===== config.mk =====
export PLATFORM = sky130hd
export DESIGN_NAME = initiator_select_seq
export DESIGN_NICKNAME = d
export VERILOG_FILES = /design/src/rtl/isel_pkg.sv /design/src/rtl/isel_tag_bank.sv /design/src/rtl/isel_msg_build.sv /design/src/rtl/initiator_select_seq.sv
export SDC_FILE = /design/constraint.sdc
export NUM_CORES = 1
export LEC_CHECK = 0
export BUFFER_PORTS_ARGS = -buffer_cell sky130_fd_sc_hd__buf_2
export CAP_MARGIN = 20
export CORE_MARGIN = 3
export CORE_UTILIZATION = 30
export DETAILED_ROUTE_END_ITERATION = 10
export GPL_TIMING_DRIVEN = 0
export HOLD_SLACK_MARGIN = 0.05
export PLACE_DENSITY = 0.48
export SLEW_MARGIN = 20
export SYNTH_ARGS = -nofsm -noshare
export SYNTH_HDL_FRONTEND = slang
export SYNTH_SLANG_ARGS = --single-unit
export TNS_END_PERCENT = 5

===== constraint.sdc =====
create_clock -name clk -period 8.42 [get_ports clk]
set_clock_uncertainty 0.05 [all_clocks]
set_input_delay 1.263 -clock clk [delete_from_list [all_inputs] [get_ports clk]]
set_output_delay 1.263 -clock clk [all_outputs]
set_load 0.03 [all_outputs]

===== src/rtl/isel_pkg.sv =====
package isel_pkg;
    localparam int TAG_W = 8;
    localparam int LUN_W = 3;
    localparam logic [TAG_W-1:0] SIMPLE_TAG_CODE = 8'h20;

    typedef enum logic [1:0] {
        TM_NONE = 2'd0,
        TM_NEXT = 2'd1,
        TM_EXPL = 2'd2,
        TM_RSVD = 2'd3
    } tag_mode_e;

    typedef enum logic [1:0] {
        ST_IDLE = 2'd0,
        ST_SEL  = 2'd1,
        ST_WREQ = 2'd2
    } sel_state_e;
endpackage


===== src/rtl/isel_tag_bank.sv =====
module isel_tag_bank
    import isel_pkg::*;
#(
    parameter int NUM_TGT = 8,
    localparam int TGT_W = (NUM_TGT > 1) ? $clog2(NUM_TGT) : 1
) (
    input  logic             clk,
    input  logic             rst_n,
    input  logic [TGT_W-1:0] rd_tgt,
    input  logic             bump,
    output logic [TAG_W-1:0] issued
);
    logic [TAG_W-1:0] cnt_q [NUM_TGT];
    logic [TAG_W-1:0] cur;

    assign cur    = cnt_q[rd_tgt];
    // zero means "no tag", so it is never issued
    assign issued = (cur == '0) ? TAG_W'(1) : cur;

    for (genvar g = 0; g < NUM_TGT; g++) begin : g_cnt
        logic [TAG_W-1:0] cnt_d;
        always_comb begin
            cnt_d = cnt_q[g];
            if (bump && (rd_tgt == TGT_W'(g)))
                cnt_d = issued + TAG_W'(1);
        end
        always_ff @(posedge clk or negedge rst_n) begin
            if (!rst_n) cnt_q[g] <= '0;
            else        cnt_q[g] <= cnt_d;
        end
    end
endmodule


===== src/rtl/isel_msg_build.sv =====
module isel_msg_build
    import isel_pkg::*;
(
    input  logic [LUN_W-1:0] lun,
    input  logic             disc_ok,
    input  logic             tag_req,
    input  logic [TAG_W-1:0] tag,
    output logic [1:0]       len,
    output logic [7:0]       b0,
    output logic [7:0]       b1,
    output logic [7:0]       b2,
    output logic [TAG_W-1:0] tag_out
);
    always_comb begin
        b0 = {1'b1, disc_ok, 3'b000, lun};
        if (tag_req) begin
            len     = 2'd3;
            b1      = SIMPLE_TAG_CODE;
            b2      = tag;
            tag_out = tag;
        end else begin
            len     = 2'd1;
            b1      = '0;
            b2      = '0;
            tag_out = '0;
        end
    end
endmodule


===== src/rtl/initiator_select_seq.sv =====
module initiator_select_seq
    import isel_pkg::*;
#(
    parameter int NUM_TGT = 8,
    parameter int CNT_W   = 26,
    localparam int TGT_W  = (NUM_TGT > 1) ? $clog2(NUM_TGT) : 1
) (
    input  logic             clk,
    input  logic             rst_n,
    input  logic             start,
    input  logic [TGT_W-1:0] target,
    input  logic [2:0]       lun,
    input  logic             tq_en,
    input  logic [1:0]       tag_mode,
    input  logic [7:0]       tag_val,
    input  logic             disc_ok,
    input  logic [CNT_W-1:0] timeout_cycles,
    input  logic             bus_bsy,
    input  logic             bus_req,
    output logic             sel_drv,
    output logic             atn_drv,
    output logic             done,
    output logic             fail,
    output logic [1:0]       msg_len,
    output logic [7:0]       msg0,
    output logic [7:0]       msg1,
    output logic [7:0]       msg2,
    output logic [7:0]       tag_used
);
    typedef struct packed {
        sel_state_e       st;
        logic [CNT_W-1:0] cnt;
        logic             sel;
        logic             atn;
        logic             done;
        logic             fail;
        logic [TGT_W-1:0] tgt;
        logic [LUN_W-1:0] lun;
        logic             tqen;
        tag_mode_e        mode;
        logic [TAG_W-1:0] tval;
        logic             disc;
        logic [1:0]       len;
        logic [7:0]       m0;
        logic [7:0]       m1;
        logic [7:0]       m2;
        logic [TAG_W-1:0] tag;
    } seq_t;

    seq_t r_q, r_d;

    logic             tag_req;
    logic             bump;
    logic [TAG_W-1:0] bank_tag;
    logic [TAG_W-1:0] chosen_tag;
    logic [1:0]       b_len;
    logic [7:0]       b_m0, b_m1, b_m2;
    logic [TAG_W-1:0] b_tag;
    logic             timed_out;

    assign tag_req    = r_q.tqen && ((r_q.mode == TM_NEXT) || (r_q.mode == TM_EXPL));
    assign chosen_tag = (r_q.mode == TM_NEXT) ? bank_tag : r_q.tval;
    assign bump       = (r_q.st == ST_WREQ) && bus_req && tag_req && (r_q.mode == TM_NEXT);
    assign timed_out  = ({1'b0, r_q.cnt} + (CNT_W+1)'(1)) >= {1'b0, timeout_cycles};

    isel_tag_bank #(.NUM_TGT(NUM_TGT)) u_bank (
        .clk    (clk),
        .rst_n  (rst_n),
        .rd_tgt (r_q.tgt),
        .bump   (bump),
        .issued (bank_tag)
    );

    isel_msg_build u_build (
        .lun     (r_q.lun),
        .disc_ok (r_q.disc),
        .tag_req (tag_req),
        .tag     (chosen_tag),
        .len     (b_len),
        .b0      (b_m0),
        .b1      (b_m1),
        .b2      (b_m2),
        .tag_out (b_tag)
    );

    always_comb begin
        r_d      = r_q;
        r_d.done = 1'b0;
        r_d.fail = 1'b0;
        unique case (r_q.st)
            ST_IDLE: begin
                if (start) begin
                    r_d.st   = ST_SEL;
                    r_d.sel  = 1'b1;
                    r_d.atn  = 1'b1;
                    r_d.cnt  = '0;
                    r_d.tgt  = target;
                    r_d.lun  = lun;
                    r_d.tqen = tq_en;
                    r_d.mode = tag_mode_e'(tag_mode);
                    r_d.tval = tag_val;
                    r_d.disc = disc_ok;
                end
            end
            ST_SEL: begin
                if (bus_bsy) begin
                    r_d.st  = ST_WREQ;
                    r_d.sel = 1'b0;
                end else if (timed_out) begin
                    r_d.st   = ST_IDLE;
                    r_d.sel  = 1'b0;
                    r_d.atn  = 1'b0;
                    r_d.done = 1'b1;
                    r_d.fail = 1'b1;
                    r_d.len  = '0;
                    r_d.m0   = '0;
                    r_d.m1   = '0;
                    r_d.m2   = '0;
                    r_d.tag  = '0;
                end else begin
                    r_d.cnt = r_q.cnt + CNT_W'(1);
                end
            end
            ST_WREQ: begin
                if (bus_req) begin
                    r_d.st   = ST_IDLE;
                    r_d.atn  = 1'b0;
                    r_d.done = 1'b1;
                    r_d.len  = b_len;
                    r_d.m0   = b_m0;
                    r_d.m1   = b_m1;
                    r_d.m2   = b_m2;
                    r_d.tag  = b_tag;
                end
            end
            default: r_d.st = ST_IDLE;
        endcase
    end

    always_ff @(posedge clk or negedge rst_n) begin
        if (!rst_n) begin
            r_q      <= '0;
            r_q.st   <= ST_IDLE;
            r_q.mode <= TM_NONE;
        end else begin
            r_q <= r_d;
        end
    end

    assign sel_drv  = r_q.sel;
    assign atn_drv  = r_q.atn;
    assign done     = r_q.done;
    assign fail     = r_q.fail;
    assign msg_len  = r_q.len;
    assign msg0     = r_q.m0;
    assign msg1     = r_q.m1;
    assign msg2     = r_q.m2;
    assign tag_used = r_q.tag;
endmodule


; ---- Yosys cells after proc, flatten, opt, wreduce, memory -nomap -nowiden
; Index checks and enable logic that the tools add are counted.
[totals]
reg_bits = 148
inputBits = 49
elab_cells = 100
[classes]
n_addsub = 3
magnitude_cmp = 2
n_eq_ne = 17
muxes = 27
bitwise_logic = 1
n_reduce_logical = 25
[ops]
columns = cell, n
row1 = 34-bit two-way mux, 3
row2 = 34-bit case mux with 2 select lines, 1
row3 = 27-bit case mux with 2 select lines, 1
row4 = 26-bit two-way mux, 2
row5 = 8-bit two-way mux, 5
row6 = 30-bit two-way mux, 1
row7 = "26-bit by 1-bit adder with 27-bit output, second input constant", 1
row8 = 27-bit by 26-bit >= comparator with 1-bit output, 1
row9 = "26-bit by 1-bit adder with 26-bit output, second input constant", 1
row10 = 8-bit binary-select mux with 3-bit select, 1
row11 = "3-bit == test, second input constant", 4
row12 = 1-bit logical AND, 12
row13 = 2-bit two-way mux, 5
row14 = "2-bit inequality test, second input constant", 5
row15 = "8-bit by 1-bit adder with 8-bit output, second input constant", 1
row16 = 8-bit zero test, 1
row17 = 4-bit AND reduction, 2
row18 = "3-bit by 2-bit == test with 1-bit output, second input constant", 2
row19 = 6-bit two-way mux, 1
row20 = 2-bit case mux with 3 select lines, 1
row21 = 3-bit AND reduction, 2
row22 = 5-bit AND reduction, 1
row23 = "2-bit by 1-bit == test with 1-bit output, second input constant", 2
row24 = "2-bit == test, second input constant", 2
row25 = 15 further kinds, 17

; ---- Logic depth before layout (Yosys ltp)
; Gate-level depths: netlist of run 1.
[logic_depth]
ltp_word = 10
depth_mapped = 17
depth_no_buf = 14

; ---- Hierarchy
; Synthesis of run 1 repeated with hierarchy kept, for this count alone.
[unflattened]
hier_cells = 820
hier_area_um2 = 8682.1
[modules_own_cells]
columns = module, n_inst, cells_per_inst, area_each_um2, seq_area_each_um2
row1 = initiator_select_seq, 1, 480, 5071.1, 2102.0
row2 = isel_tag_bank, 1, 304, 3358.2, 1601.5
row3 = isel_msg_build, 1, 36, 252.7, 0.0

; ---- Least setup slack after synthesis of run 1
; No wires, ideal clock.
[synth_path]
kind = reg2reg
start = register r_q[56] (netlist bit)
end = register r_q, in the netlist msg2[3]
setup_ps = 125
t_arrival_ps = 4477
required_ps = 8245
slack_ps = 3768
path_stages_with_launch = 17
n_path_buf = 2
synth_period_minus_slack_ps = 4652
path_cell_list = dfrtp_1 > ha_1 > nand3_2 > or4_1 > buf_2 > nor4_1 > nand2_1 > xnor2_1 > ha_1 > and3_1 > a221o_1 > a221o_1 > a311oi_2 > a21oi_2 > o21ai_2 > buf_6 > mux2_4
[synth_between]
elab_chain_len = 4
[synth_lines]
columns = item, line
row1 = from (decl), initiator_select_seq.sv:50  ; seq_t r_q, r_d;
row2 = from (signal assigned), initiator_select_seq.sv:146  ; r_q <= r_d;
row3 = 26-bit by 1-bit adder with 27-bit output, initiator_select_seq.sv:64  ; assign timed_out = ({1'b0, r_q.cnt} + (CNT_W+1)'(1)) >= {1'b0, timeout_cycles};
row4 = 27-bit by 26-bit >= comparator with 1-bit output, initiator_select_seq.sv:64
row5 = 2-bit inequality test (no line), n/a
row6 = 4-bit AND reduction (no line), n/a
; No other way between the ends.
; A chain may end at the register's enable or synchronous reset.

; ---- Final worst setup path of run 1
[layout_path]
start = register r_q[56] (netlist bit)
end = register r_q[65] (netlist bit)
[layout_between]
elab_chain_len = 4
[layout_lines]
columns = item, line
row1 = 26-bit by 1-bit adder with 27-bit output / 26-bit by 1-bit adder with 26-bit output (equally long branches), "initiator_select_seq.sv:64, initiator_select_seq.sv:121"
row2 = 27-bit by 26-bit >= comparator with 1-bit output / 26-bit two-way mux (equally long branches), "initiator_select_seq.sv:64, initiator_select_seq.sv:109"
row3 = 2-bit inequality test (no line) / 26-bit two-way mux (equally long branches), n/a
row4 = 4-bit AND reduction (no line) / 27-bit case mux with 2 select lines (equally long branches), n/a
; Parallel ways exist; a longest one is shown, timed or not. The select of a mux whose other input is x is not followed.

==> impl_results.md, run 1 <==
* Status: finished clean
* Slew headroom at 27.93%
* Internal Pwr Total at 1.584 mW
* Layout overhead on the synthesized area at 20.38%
* Post-detailed-route count of antenna-violating nets at 0
* Switching Share at 36.51%
* Worst min path class: reg -> reg
* Routed vias at 5377
* Pwr/cell area at 283.2 nW/um^2
* Sink Count at 128
* GR Util All Layers at 14.06%
* RD Place Congestion at 0.7810
* Buf/Inv on CP at 3
* Vias per inst at 4.746
* CTS tree: built
* Number of DRC markers in iteration 0 at 238
* Critical path type: reg -> reg
* Crit-path slowest cell: nor4_1
* Longest Clk Path Bufs at 2
* WP depth at 17
* IO Port Bufs at 76
* Met2 routed WL at 8144 um
* Met1 WL at 8909 um
* F_max at 179.1 MHz
* Family with the most delay on the worst path: simple AND/OR/NAND/NOR gates
* Global-route wire length before repair at 29010 um
* Async set-reset flop share out of synthesis at 100.0%
* Setup_tns at 0 ns
* Chip height at 162.2 um
* Most used cell, CP: buf_2
* LEAKAGE at 4.343 nW
* R2R depth at 17
* WP data arrival at 5.89 ns
* Post-CTS Hold Buffers at 0
* CP Cell Sequence: ha_1, nand3_2, or4_1, buf_2, nor4_1, nand2_1, xnor2_1, ha_1, and3_1, a221o_1, a221o_1, a311oi_2, buf_2, nand2_4, nor2_1, buf_2, a22o_1
* Max-cap violations at 0
* Antenna diode count at 0
* Highest routed layer: met4
* Post-DP Area at 8168 um^2
* CP Launch Type: flip-flop
* Ys Warns at 0
* Clk Latency, worst-skew pair at 0.43 ns
* CTS resizes at 0
* Hold slack at 0.4267 ns
* Initial Utilization at 30.80%
* Post-synth EDFFs at 0
* Finish-stage setup viols at 0
* Wirelength per Cell at 15.80 um
* Seq/Total Area, Yosys at 43.78%
* Final core occ at 37.08%
* Dpl ws at 2.894 ns
* Final cycle utilization of the critical path at 66.33%
* Slew @ Worst Pin at 1.075 ns
* CTS Buf Count at 17
* Main synth FF type: dfrtp_1
* Die span in x at 162.2 um
* PnR Total Power at 2.494 mW
* Placed cells at 1101
* Row count at 56
* Clk slew on worst S/H paths at 0.06 ns
* Post-layout worst setup margin at 2.835 ns
* Synth Register Bits at 128
* Met3 Wirelength at 643 um
* Drt first pass iters at 4
* Post-DP HPWL at 12940 um
* Nets at 882
* Finished Layout Cells at 1133
* Largest net degree at the start of global routing at 69
* Critical path capture point type: flip-flop
* Vias in the first global route at 5313
* Mapped Avg Cell Area at 10.51 um^2
* Hold Crit Depth at 2
* Cells after Synth at 696
* Core Region at 23750 um^2
* Wirelength, routed at 17910 um
* Peak supply drop at 105.9 uV
* Slew Viols, Final at 0
* Residual DRC at 0
* Root buffer cell: clkbuf_16
* Postcts setup bufs at 0
* Final Cell Area at 8808 um^2
* Yosys cell types at 71
* Sequential power share at 31.5%
* Crit-path max cell delay at 0.75 ns
* Crit-path max FO at 10
* Worst Path Required at 8.73 ns
* Io pins at 87
* Sw power at 910.7 uW
* Combinational Power Share at 36.0%
* Initial antenna violation count at 1
* H-Tree Depth at 4
* Full die area at 26300 um^2
* Share of layout cells above drive strength 1 at 28.75%
* Clock share of power at 32.5%
* Synthesized area at 7317 um^2
* Final worst path period need at 5.585 ns
* Final Hold Viols at 0
* GRT overflow at 0
* RSZ-0062 raised after global routing: no
cell families after synthesis:
logic type	count (synthesis)	share of synthesized area, %
buf+inv	112	7.985
flops	128	43.78
compound gates	139	13.12
mux	82	14.35
simple gates	174	11.90
other cells	1	0.05125
xor+xnor	28	3.352
fa+ha+maj	32	5.472
synthesized netlist by cell type, types with 3 or more instances:
| cell | instances | area (um^2) |
|---|---|---|
| dfrtp_1 | 128 | 3203 |
| nand2_1 | 71 | 266.5 |
| mux2_2 | 47 | 529.3 |
| inv_1 | 43 | 161.4 |
| o21ai_0 | 42 | 210.2 |
| buf_4 | 38 | 285.3 |
| ha_1 | 32 | 400.4 |
| nor2_1 | 28 | 105.1 |
| nand3_1 | 22 | 110.1 |
| clkbuf_1 | 20 | 75.07 |
| mux2i_1 | 19 | 190.2 |
| xnor2_1 | 18 | 157.7 |
| a22o_1 | 15 | 131.4 |
| a21oi_1 | 13 | 65.06 |
| mux4_2 | 12 | 270.3 |
| o31ai_1 | 12 | 90.09 |
| and3_1 | 10 | 62.56 |
| xor2_1 | 10 | 87.58 |
| a31oi_1 | 9 | 56.30 |
| a211oi_1 | 8 | 60.06 |
| nor3_1 | 8 | 40.04 |
| buf_2 | 5 | 25.02 |
| nand4_1 | 5 | 31.28 |
| a21o_1 | 4 | 30.03 |
| mux2_4 | 4 | 60.06 |
| nand2b_1 | 4 | 25.02 |
| nand3b_1 | 4 | 30.03 |
| o211ai_1 | 4 | 30.03 |
| a21boi_0 | 3 | 22.52 |
| and2_1 | 3 | 18.77 |
| and4_1 | 3 | 26.28 |
| o21ai_1 | 3 | 15.01 |
registers in the layout (all words and copies together) (netlist names):
register / count
msg2: 8
sel_drv: 1
done: 1
msg_len: 1
atn_drv: 1
msg0: 4
fail: 1
msg1: 1
r_q: 46
u_bank.cnt_q: 64
power by group through the flow:
stage          logic [mW]  registers (mW)  clock network [mW]
2_1_floorplan       0.660           0.785                   0
3_3_place_gp        0.906           0.795                   0
3_5_place_dp        0.908           0.796                   0
4_1_cts             0.911           0.786               0.829
5_1_grt             0.989           0.799               0.856
6_report            0.898           0.785               0.811
layout by cell type, fill, tap and decap left out, drive strengths merged, types with 12 or more instances in the layout:
cell type and n:
mux4 12, buf 124, nor2 29, clkbuf 38
a22o 15, nand2 72, inv 48, mux2i 19
dfrtp 128, o21ai 47, ha 32, xnor2 18
mux2 51, nand3 23, o31ai 12, a21oi 15
path summary, 6_finish.rpt:
kind                                       from               to  slack [ns]
worst max-delay path                    r_q[56]          r_q[65]        2.84
worst min-delay path            u_bank.cnt_q[5]  u_bank.cnt_q[5]        0.43
worst max register to register          r_q[56]          r_q[65]        2.84
worst min register to register  u_bank.cnt_q[5]  u_bank.cnt_q[5]        0.43
max in group asynchronous                 rst_n          r_q[80]        6.90
min in group asynchronous                 rst_n  u_bank.cnt_q[0]        0.72
worst min-delay path: stages, from the launching register on:
cell and delay [ns]:
dfrtp_1 0.34, nand2_1 0.05, o31ai_1 0.06
layer usage:
| layer | track usage (%) | up-vias |
|---|---|---|
| li1 | - | 2653 |
| met1 | 19.98 | 2608 |
| met2 | 21.80 | 99 |
| met3 | 2.831 | 17 |
| met4 | 4.071 | 0 |
| met5 | 0 | - |
final cells by class:
| class | count | area [um^2] |
|---|---|---|
| Buffer | 67 | 415.4 |
| Clock inverter | 14 | 201.4 |
| Inverter | 45 | 168.9 |
| Timing Repair Buffer | 77 | 417.9 |
| Fill cell | 2380 | 14940 |
| Tap cell | 319 | 399.1 |
| Multi-Input combinational cell | 465 | 3563 |
| Sequential cell | 128 | 3203 |
| Clock buffer | 18 | 439.2 |
(Power assumes the default switching activity.)
==> run 2: changes to the inputs <==
--- a/config.mk
+++ b/config.mk
@@ -12,7 +12,7 @@
 export DETAILED_ROUTE_END_ITERATION = 10
 export GPL_TIMING_DRIVEN = 0
 export HOLD_SLACK_MARGIN = 0.05
-export PLACE_DENSITY = 0.48
+export PLACE_DENSITY = 0.49
 export SLEW_MARGIN = 20
 export SYNTH_ARGS = -nofsm -noshare
 export SYNTH_HDL_FRONTEND = slang
==> constraint.sdc (replaced) <==
create_clock -name clk -period 4.9 [get_ports clk]
set_clock_uncertainty 0.05 [all_clocks]
set_input_delay 0.735 -clock clk [delete_from_list [all_inputs] [get_ports clk]]
set_output_delay 0.735 -clock clk [all_outputs]
set_load 0.03 [all_outputs]
==> impl_results.md, run 2 (synthesis results as in run 1) <==
* Status: finished clean (unchanged)
* Max-cap violations at 0 (unchanged)
* Crit-path max cell delay at 0.51 ns (was 0.75 ns)
* Final Hold Viols at 0 (unchanged)
* Final cycle utilization of the critical path at 96.15% (was 66.33%)
* Post-CTS Hold Buffers at 0 (unchanged)
* Largest net degree at the start of global routing at 82 (was 69)
* Core Region at 23750 um^2 (unchanged)
* Setup_tns at 0 ns (unchanged)
* Root buffer cell: clkbuf_16 (unchanged)
* Largest Register: u_bank.cnt_q (unchanged)
* Placed cells at 1101 (unchanged)
* Internal Pwr Total at 2.662 mW (was 1.584 mW)
* Switching Share at 37.31% (was 36.51%)
* Crit-path slowest cell: or4_1 (was nor4_1)
* Combinational Power Share at 38.4% (was 36.0%)
* Share of layout cells above drive strength 1 at 30.62% (was 28.75%)
* Clk Latency, worst-skew pair at 0.43 ns (about the same)
* Most frequent cells in the layout: dfrtp_1 (127), buf_2 (76), nand2_1 (69) (was dfrtp_1 (128), buf_2 (80), nand2_1 (71))
* RD Place Congestion at 0.7818 (was 0.7810)
* GR Util All Layers at 13.73% (was 14.06%)
* H-Tree Depth at 4 (unchanged)
* Sequential power share at 31.8% (was 31.5%)
* Chip height at 162.2 um (unchanged)
* F_max at 212.3 MHz (was 179.1 MHz)
* Antenna diode count at 0 (unchanged)
* LEAKAGE at 4.398 nW (was 4.343 nW)
* Longest Clk Path Bufs at 2 (unchanged)
* Worst Path Required at 5.16 ns (was 8.73 ns)
* Slew @ Worst Pin at 1.017 ns (was 1.075 ns)
* Highest routed layer: met4 (unchanged)
* Crit-path max FO at 8 (was 10)
* Met3 Wirelength at 728 um (was 643 um)
* Fillers at 2403 (was 2380)
* Vias per inst at 4.777 (was 4.746)
* Number of DRC markers in iteration 0 at 317 (was 238)
* Most used cell, CP: a221o_1 (was buf_2)
* Wirelength, routed at 17720 um (was 17910 um)
* Buf/Inv on CP at 2 (was 3)
* Finished Layout Cells at 1142 (was 1133)
* Slew Viols, Final at 0 (unchanged)
* Largest register FFs at 64 (unchanged)
* Routed vias at 5455 (was 5377)
* GRT overflow at 0 (unchanged)
* CTS tree: built (unchanged)
* Initial antenna violation count at 0 (was 1)
* WP data arrival at 4.97 ns (was 5.89 ns)
* Clock share of power at 29.8% (was 32.5%)
* Worst min path class: in -> async (was reg -> reg)
* Clk slew on worst S/H paths at 0.06 ns (about the same)
* Critical path capture point type: flip-flop (unchanged)
* PnR Total Power at 4.246 mW (was 2.494 mW)
* Family with the most delay on the worst path: compound AO/OA/AOI/OAI gates (was simple AND/OR/NAND/NOR gates)
* Final core occ at 37.65% (was 37.08%)
* Met1 WL at 8632 um (was 8909 um)
* Critical path type: reg -> reg (unchanged)
* Die span in x at 162.2 um (unchanged)
* Initial Utilization at 30.80% (unchanged)
* Sw power at 1.584 mW (was 910.7 uW)
* Row count at 56 (unchanged)
* Nets at 891 (was 882)
* Global-route wire length before repair at 28590 um (was 29010 um)
* CP Cell Sequence: ha_4, nand3_4, or4_1, buf_4, nor4_4, nand2_2, xnor2_1, ha_1, and3_1, a221o_1, a221o_1, a311oi_4, a21oi_4, o21ai_4, buf_8, mux2_4 (was ha_1, nand3_2, or4_1, buf_2, nor4_1, nand2_1, xnor2_1, ha_1, and3_1, a221o_1, a221o_1, a311oi_2, buf_2, nand2_4, nor2_1, buf_2, a22o_1)
* Full die area at 26300 um^2 (unchanged)
* Post-DP HPWL at 12830 um (was 12940 um)
* Met2 routed WL at 8147 um (was 8144 um)
* Pwr/cell area at 474.8 nW/um^2 (was 283.2 nW/um^2)
* Finish-stage setup viols at 0 (unchanged)
* Vias in the first global route at 5313 (unchanged)
* CP Launch Type: flip-flop (unchanged)
* IO Port Bufs at 76 (unchanged)
* CTS Buf Count at 17 (unchanged)
* Peak supply drop at 258.0 uV (was 105.9 uV)
* Post-detailed-route count of antenna-violating nets at 0 (unchanged)
* Layout overhead on the synthesized area at 22.21% (was 20.38%)
* Final worst path period need at 4.711 ns (was 5.585 ns)
* Drt first pass iters at 4 (unchanged)
* Residual DRC at 0 (unchanged)
* Io pins at 87 (unchanged)
* Sink Count at 128 (unchanged)
* Slew headroom at 31.86% (was 27.93%)
* Most common cell after layout, fill and taps aside: dfrtp_1 (unchanged)
* Wirelength per Cell at 15.52 um (was 15.80 um)
[run 2: routing by layer]
metal | up-vias | GRT usage, %
met1 | 2658 | 19.45
met3 | 16 | 2.984
met4 | 0 | 3.606
met2 | 106 | 21.38
li1 | 2675 | -
met5 | - | 0
[run 2: timing repair]
item | in CTS | in global routing
setup endpoints to repair | 44 | 32
gates resized for setup | 9 | 16
setup buffers | 0 | 9
pin swaps | 1 | 7
[run 2: path summary, 6_finish.rpt]
kind	from	end	slack [ns]	depth (start not counted)
min	rst_n	u_bank.cnt_q[57]	0.15	1
max in group asynchronous	rst_n	msg0[0]	3.90	2
min in group clk	u_bank.cnt_q[13]	u_bank.cnt_q[13]	0.42	2
min reg2reg	u_bank.cnt_q[13]	u_bank.cnt_q[13]	0.42	2
max reg2reg	r_q[57]	msg2[4]	0.19	16
max	r_q[57]	msg2[4]	0.19	16
[run 2: area by class of cell]
class,instances,area [um^2],share of cell area (%)
well taps,319,399.1,4.463
multi-input cells,465,3660,40.93
repair buffers,86,485.5,5.429
flip-flops and latches,128,3204,35.83
inverters,45,168.9,1.889
clock buffers,17,425.4,4.757
plain buffers,67,436.7,4.883
clock inverters,15,162.7,1.819
[run 2: power groups by stage]
stage	Clock [mW]	Sequential, mW	Combinational, mW
after global placement	0	1.37	1.56
after CTS	1.29	1.35	1.59
after global routing	1.34	1.38	1.79
final	1.27	1.35	1.63
after floorplan	0	1.35	1.13
after detailed placement	0	1.37	1.57
[run 2: stage by stage]
stage	area (um^2)	setup slack, ns	hold slack [ns]
after floorplan	7351	0.2480	0.3894
after global placement	8130	-0.6360	0.4088
after detailed placement	8168	-0.6281	0.4113
after CTS	8807	0.02732	0.1616
after global routing	8942	-0.02086	0.1662
final	8942	0.1886	0.1530
